File: src/rtl/mdrop_uart_rx.sv
module mdrop_uart_rx #(
  parameter int OVS = 16
) (
  input  logic        clk,
  input  logic        rst_n,
  input  logic        rx_i,
  input  logic [1:0]  char_len_i,
  input  logic        auto_mode_i,
  input  logic [15:0] addr_a_i,
  input  logic [15:0] addr_b_i,
  input  logic        hunt_cmd_i,
  input  logic        close_cmd_i,
  output logic        out_valid_o,
  output logic [7:0]  out_data_o,
  output logic        out_is_addr_o,
  output logic        out_match_o,
  output logic        out_sob_o,
  output logic        out_ferr_o,
  output logic        hunting_o
);
  localparam int CW  = $clog2(OVS);
  localparam int MID = OVS / 2 + 1;
  localparam int IW  = $clog2(11 * OVS + 1);

  typedef enum logic [2:0] {S_IDLE, S_START, S_DATA, S_ADR, S_STOP} st_t;

  logic [1:0]    sync_q;
  logic [2:0]    vote_q;
  st_t           st;
  logic [CW-1:0] cnt;
  logic [2:0]    bidx;
  logic [7:0]    sr;
  logic          adb;
  logic [IW-1:0] idle_q;
  logic          hunt_q, pass_q, id_q, nb_q;

  wire          rx_s   = sync_q[1];
  wire          maj    = (vote_q[0] & vote_q[1]) | (vote_q[0] & vote_q[2]) | (vote_q[1] & vote_q[2]);
  wire [3:0]    nbits  = {2'b00, char_len_i} + 4'd5;
  wire          mid    = cnt == CW'(MID);
  wire          last   = cnt == CW'(OVS - 1);
  wire          done   = (st == S_STOP) && mid;
  wire [IW-1:0] idle_lim = IW'((32'(nbits) + 32'd3) * OVS);
  wire          hit_a  = sr == addr_a_i[7:0];
  wire          hit_b  = sr == addr_b_i[7:0];
  wire          unused_hi = ^{addr_a_i[15:8], addr_b_i[15:8]};

  assign hunting_o = hunt_q;

  always_ff @(posedge clk or negedge rst_n) begin
    if (!rst_n) begin
      sync_q <= 2'b11;
      vote_q <= 3'b111;
      st     <= S_IDLE;
      cnt    <= '0;
      bidx   <= '0;
      sr     <= '0;
      adb    <= 1'b0;
    end else begin
      sync_q <= {sync_q[0], rx_i};
      vote_q <= {vote_q[1:0], rx_s};
      cnt    <= (st == S_IDLE || last) ? '0 : cnt + 1'b1;
      case (st)
        S_IDLE:  if (!rx_s) begin st <= S_START; sr <= '0; end
        S_START: if (mid && maj) st <= S_IDLE;
                 else if (last) begin st <= S_DATA; bidx <= '0; end
        S_DATA: begin
          if (mid) sr[bidx] <= maj;
          if (last) begin
            if ({1'b0, bidx} == nbits - 4'd1) st <= S_ADR;
            else bidx <= bidx + 1'b1;
          end
        end
        S_ADR: begin
          if (mid) adb <= maj;
          if (last) st <= S_STOP;
        end
        S_STOP:  if (mid) st <= S_IDLE;
        default: st <= S_IDLE;
      endcase
    end
  end

  always_ff @(posedge clk or negedge rst_n) begin
    if (!rst_n) begin
      idle_q <= '0;
      hunt_q <= 1'b1;
    end else begin
      if (hunt_cmd_i || !rx_s) idle_q <= '0;
      else if (idle_q < idle_lim) idle_q <= idle_q + 1'b1;
      if (hunt_cmd_i) hunt_q <= 1'b1;
      else if (idle_q >= idle_lim) hunt_q <= 1'b0;
    end
  end

  always_ff @(posedge clk or negedge rst_n) begin
    if (!rst_n) begin
      pass_q        <= 1'b0;
      id_q          <= 1'b0;
      nb_q          <= 1'b1;
      out_valid_o   <= 1'b0;
      out_data_o    <= '0;
      out_is_addr_o <= 1'b0;
      out_match_o   <= 1'b0;
      out_sob_o     <= 1'b0;
      out_ferr_o    <= 1'b0;
    end else begin
      out_valid_o <= 1'b0;
      if (done && !hunt_q && !hunt_cmd_i) begin
        if (auto_mode_i && adb) begin
          pass_q <= hit_a | hit_b;
          if (hit_a | hit_b) begin
            id_q <= !hit_a;
            nb_q <= 1'b1;
          end
        end else if (!auto_mode_i || pass_q) begin
          out_valid_o   <= 1'b1;
          out_data_o    <= sr;
          out_is_addr_o <= adb;
          out_match_o   <= auto_mode_i ? id_q : 1'b0;
          out_sob_o     <= nb_q | adb;
          out_ferr_o    <= !maj;
          nb_q          <= 1'b0;
        end
      end
      if (close_cmd_i) nb_q <= 1'b1;
      if (hunt_cmd_i) begin
        nb_q   <= 1'b1;
        pass_q <= 1'b0;
      end
    end
  end

  p_addr_sob_r7: assert property (@(posedge clk) disable iff (!rst_n)
    out_valid_o && out_is_addr_o |-> out_sob_o);

  p_auto_noaddr_r4: assert property (@(posedge clk) disable iff (!rst_n)
    out_valid_o && auto_mode_i |-> !out_is_addr_o);

  p_hunt_drop_r10: assert property (@(posedge clk) disable iff (!rst_n)
    hunt_q |=> !out_valid_o);

  p_short_msb_r3: assert property (@(posedge clk) disable iff (!rst_n)
    out_valid_o && char_len_i != 2'd3 |-> out_data_o[7] == 1'b0);

  p_pulse_r12: assert property (@(posedge clk) disable iff (!rst_n)
    out_valid_o |=> !out_valid_o);
endmodule

File: config.mk
export PLATFORM = sky130hd
export DESIGN_NAME = mdrop_uart_rx
export DESIGN_NICKNAME = d
export VERILOG_FILES = /design/src/rtl/mdrop_uart_rx.sv
export SDC_FILE = /design/constraint.sdc
export NUM_CORES = 1
export LEC_CHECK = 0
export BUFFER_PORTS_ARGS = -buffer_cell sky130_fd_sc_hd__buf_2
export CAP_MARGIN = 20
export CORE_MARGIN = 10
export CORE_UTILIZATION = 30
export DETAILED_ROUTE_END_ITERATION = 12
export GPL_TIMING_DRIVEN = 1
export PLACE_DENSITY = 0.46
export SYNTH_ARGS = -nofsm -noshare
export SYNTH_HDL_FRONTEND = slang
export SYNTH_SLANG_ARGS = --single-unit
File: constraint.sdc
create_clock -name clk -period 2 [get_ports clk]
set_input_delay 0.2 -clock clk [delete_from_list [all_inputs] [get_ports clk]]
set_output_delay 0.2 -clock clk [all_outputs]
set_load 0.05 [all_outputs]
==> metrics.cfg <==
[synth]
synth_mux_area_share_pct = 5.02
synth_top_family_by_area = simple AND/OR/NAND/NOR gates
synth_edf_count = 0
avgSynthCellArea_um2 = 10.4
syn_inst = 237
synth_xor_area_share_pct = 9.57
synthArstFlopShare_pct = 100
synth_compound_area_share_pct = 9.78
synth_nets = 284
synth_fa_ha_area_share_pct = 3.95
yosysSeqAreaShare_pct = 50.0
yosys_warnings = 0
ys_seq_elements = 49
syn_area_mm2 = 0.00247
synth_cell_types = 43
synthFlopType = dfrtp_1
synthSimpleGateAreaFrac_pct = 18.1

[finish]
nFillCells = 859
nets = 331
ff_latch_area_mm2 = 0.00123
drive_gt1_share_pct = 26.3
n_antenna_cell = 0
multiInputGateArea_mm2 = 0.00115
instances_no_fill = 390
syn2layout_area_growth_pct = 18.6

[sta]
rsz0062_at_grt = false
tightest_slew_ns = 0.627
setup_tns_ns = 0
final.min_clock_period_ns = 1.76
fin_ws_ns = 0.239
setup_viol = 0
slew_headroom_pct = 58.2
final_hold_viol_count = 0
skew_ns = 0.0157
finalCritPeriodShare_pct = 88.1
fmax_mhz = 568
drv_slew = 0

[drt]
top_layer = met4
wl_met3_um = 154
routed_via_density = 4.63
drt_iter0_markers = 67
ant_nets = 0
m1WireLength_um = 2670
drc = 0
wirelength_um = 5420
wire_per_inst_um = 13.9
dr_wl_met2_um = 2540
num_vias = 1807
first_pass_iters = 4

[clock_network]
clockRootBuffer = clkbuf_8
clk_latency_ns = 0.31
cts_buffers = 5
path_clk_slew_ns = 0.10
post_cts_resized = 0
postCtsHoldBufs = 2
h-tree-depth = 2
cts_tree = done
post-cts-setup-buffers = 0
cts_sinks = 49
cts_buffer_depth = 2

[setup_path]
worstRegToRegCells = 7
cp-end-kind = flop
crit_required_ns = 2.19
cp-startpoint = idle_q[5]
arrival_ns = 1.95
cp_max_fo = 8
r2r_start = idle_q[5]
timing.rr.end = idle_q[6]
reg2reg_slack_ns = 0.24
critical_path_class = reg2reg
critPathLaunchType = flop

[power_and_ir_drop]
p_switching_mw = 0.681
power_density_mw_per_mm2 = 767
power_frac_comb_pct = 19.9
p_leak_nw = 1.33
clkPwrFrac_pct = 27.7
sw_frac_of_total_pct = 30.3
peakVddDrop_mv = 0.270
p_int_mw = 1.57
total_power_mw = 2.25
seq_power_share_pct = 52.4

[die]
die_w_um = 111
rows = 33
die_h_um = 111
num_io_pins = 54
die_area_mm2 = 0.0123
coreArea_mm2 = 0.00809
start_util_pct = 30.5

[placement]
dp_cells = 380
gp_congestion = 0.767
portBuffers = 37
dp_hpwl_um = 4120
pre_cts_slack_ns = 0.228

[grt]
antenna_found_initial = 0
grt_max_degree = 26
grt-ovfl-total = 0
track_usage_pct = 9.07
grt_pass1_vias = 1825
grt_pass1_wl_um = 9330

[hold_path]
worstHoldEndpoint = nb_q
whs_path_depth = 3
worst_hold_startpoint = close_cmd_i
hold_class = in2reg

[status]
status = complete, no violations

[run]
maxCapViolations = 0

## power by group through the flow
| stage | Clock [mW] | Combinational (mW) | Sequential, mW |
|---|---|---|---|
| 2_1_floorplan | 0 | 0.343 | 1.16 |
| 3_3_place_gp | 0 | 0.450 | 1.20 |
| 3_5_place_dp | 0 | 0.449 | 1.20 |
| 4_1_cts | 0.643 | 0.455 | 1.18 |
| 5_1_grt | 0.694 | 0.521 | 1.20 |
| 6_report | 0.622 | 0.448 | 1.18 |
## sequential cells by signal, indices dropped and copies added, names as in the netlist, 2 cells and up
register    flops
bidx            3
cnt             4
idle_q          8
out_data_o      8
sr              8
st              3
sync_q          2
vote_q          3
## stage by stage
step	cell area (µm²)	hold slack (ns)	utilization [%]
3_3_place_gp	2810	0.269	34.8
3_5_place_dp	2810	0.266	34.8
6_report	2930	0.0924	36.2
5_1_grt	2930	0.0854	36.2
4_1_cts	2930	0.0893	36.2
2_1_floorplan	2470	-0.0956	-
## cells in the mapped netlist (all sizes together), types with 2 or more instances
cell type	number	area, µm²
dfrtp	42	1050
nor2	33	131
xnor2	21	184
o21ai	19	95.1
nand2	13	48.8
inv	11	41.3
mux2	10	124
nand3	8	40.0
nand4	8	50.1
a31oi	7	43.8
dfstp	7	184
ha	7	87.6
xor2	6	52.6
a21oi	5	25.0
nand2b	5	31.3
clkbuf	4	15.0
and3	3	18.8
buf	3	31.3
nor3	3	15.0
o31ai	3	27.5
nand4b	2	17.5
nor2b	2	12.5
nor4b	2	32.5
## cell usage in the layout (no fill, tap or decap), types with 3 or more instances in the layout
cell      count
a21oi_1       5
a31oi_1       7
and3_1        3
buf_2        37
buf_4         7
clkbuf_8      6
dfrtp_1      42
dfstp_2       7
ha_1          7
inv_1        11
mux2_2        7
mux2_4        3
nand2_1      13
nand2b_1      5
nand3_1       8
nand4_1       8
nor2_1       32
nor3_1        3
o21ai_0      18
xnor2_1      21
xor2_1        6
## cell families (layout without fill, tap and decap cells)
kind of cell    Yosys count  after routing
simple gates             85             85
mux                      10             10
fa+ha+maj                 8              8
xor+xnor                 27             27
flops                    49             49
compound gates           40             40
buf+inv                  18             66
## worst max path at each step
stage,endpoint,cells after the start
final,idle_q[6],7
after global routing,out_data_o[0],6
after CTS,out_data_o[3],6
after detailed placement,out_data_o[3],6
after global placement,out_data_o[3],6
after floorplan,idle_q[4],6
## critical path, stage by stage (launching register included)
cell and delay, ns:
dfrtp_1 0.42, ha_1 0.31, nor2b_1 0.15, o31ai_2 0.24, buf_4 0.22, nand4_1 0.11, xor2_1 0.15, nor2_1 0.05
## metal layers
| layer | vias to the layer above | track usage (%) |
|---|---|---|
| li1 | 913 | - |
| met1 | 862 | 11.9 |
| met2 | 26 | 14.0 |
| met3 | 6 | 2.65 |
| met4 | 0 | 2.60 |
| met5 | - | 0 |
## cell type report
| cell class | instances | area share (%) |
|---|---|---|
| Multi-Input combinational cell | 170 | 39.2 |
| Clock buffer | 6 | 2.82 |
| Clock inverter | 2 | 0.470 |
| Timing Repair Buffer | 47 | 9.48 |
| Inverter | 11 | 1.41 |
| Tap cell | 105 | 4.49 |
| Sequential cell | 49 | 42.2 |
No activity file was read; power rests on OpenSTA's default activity.
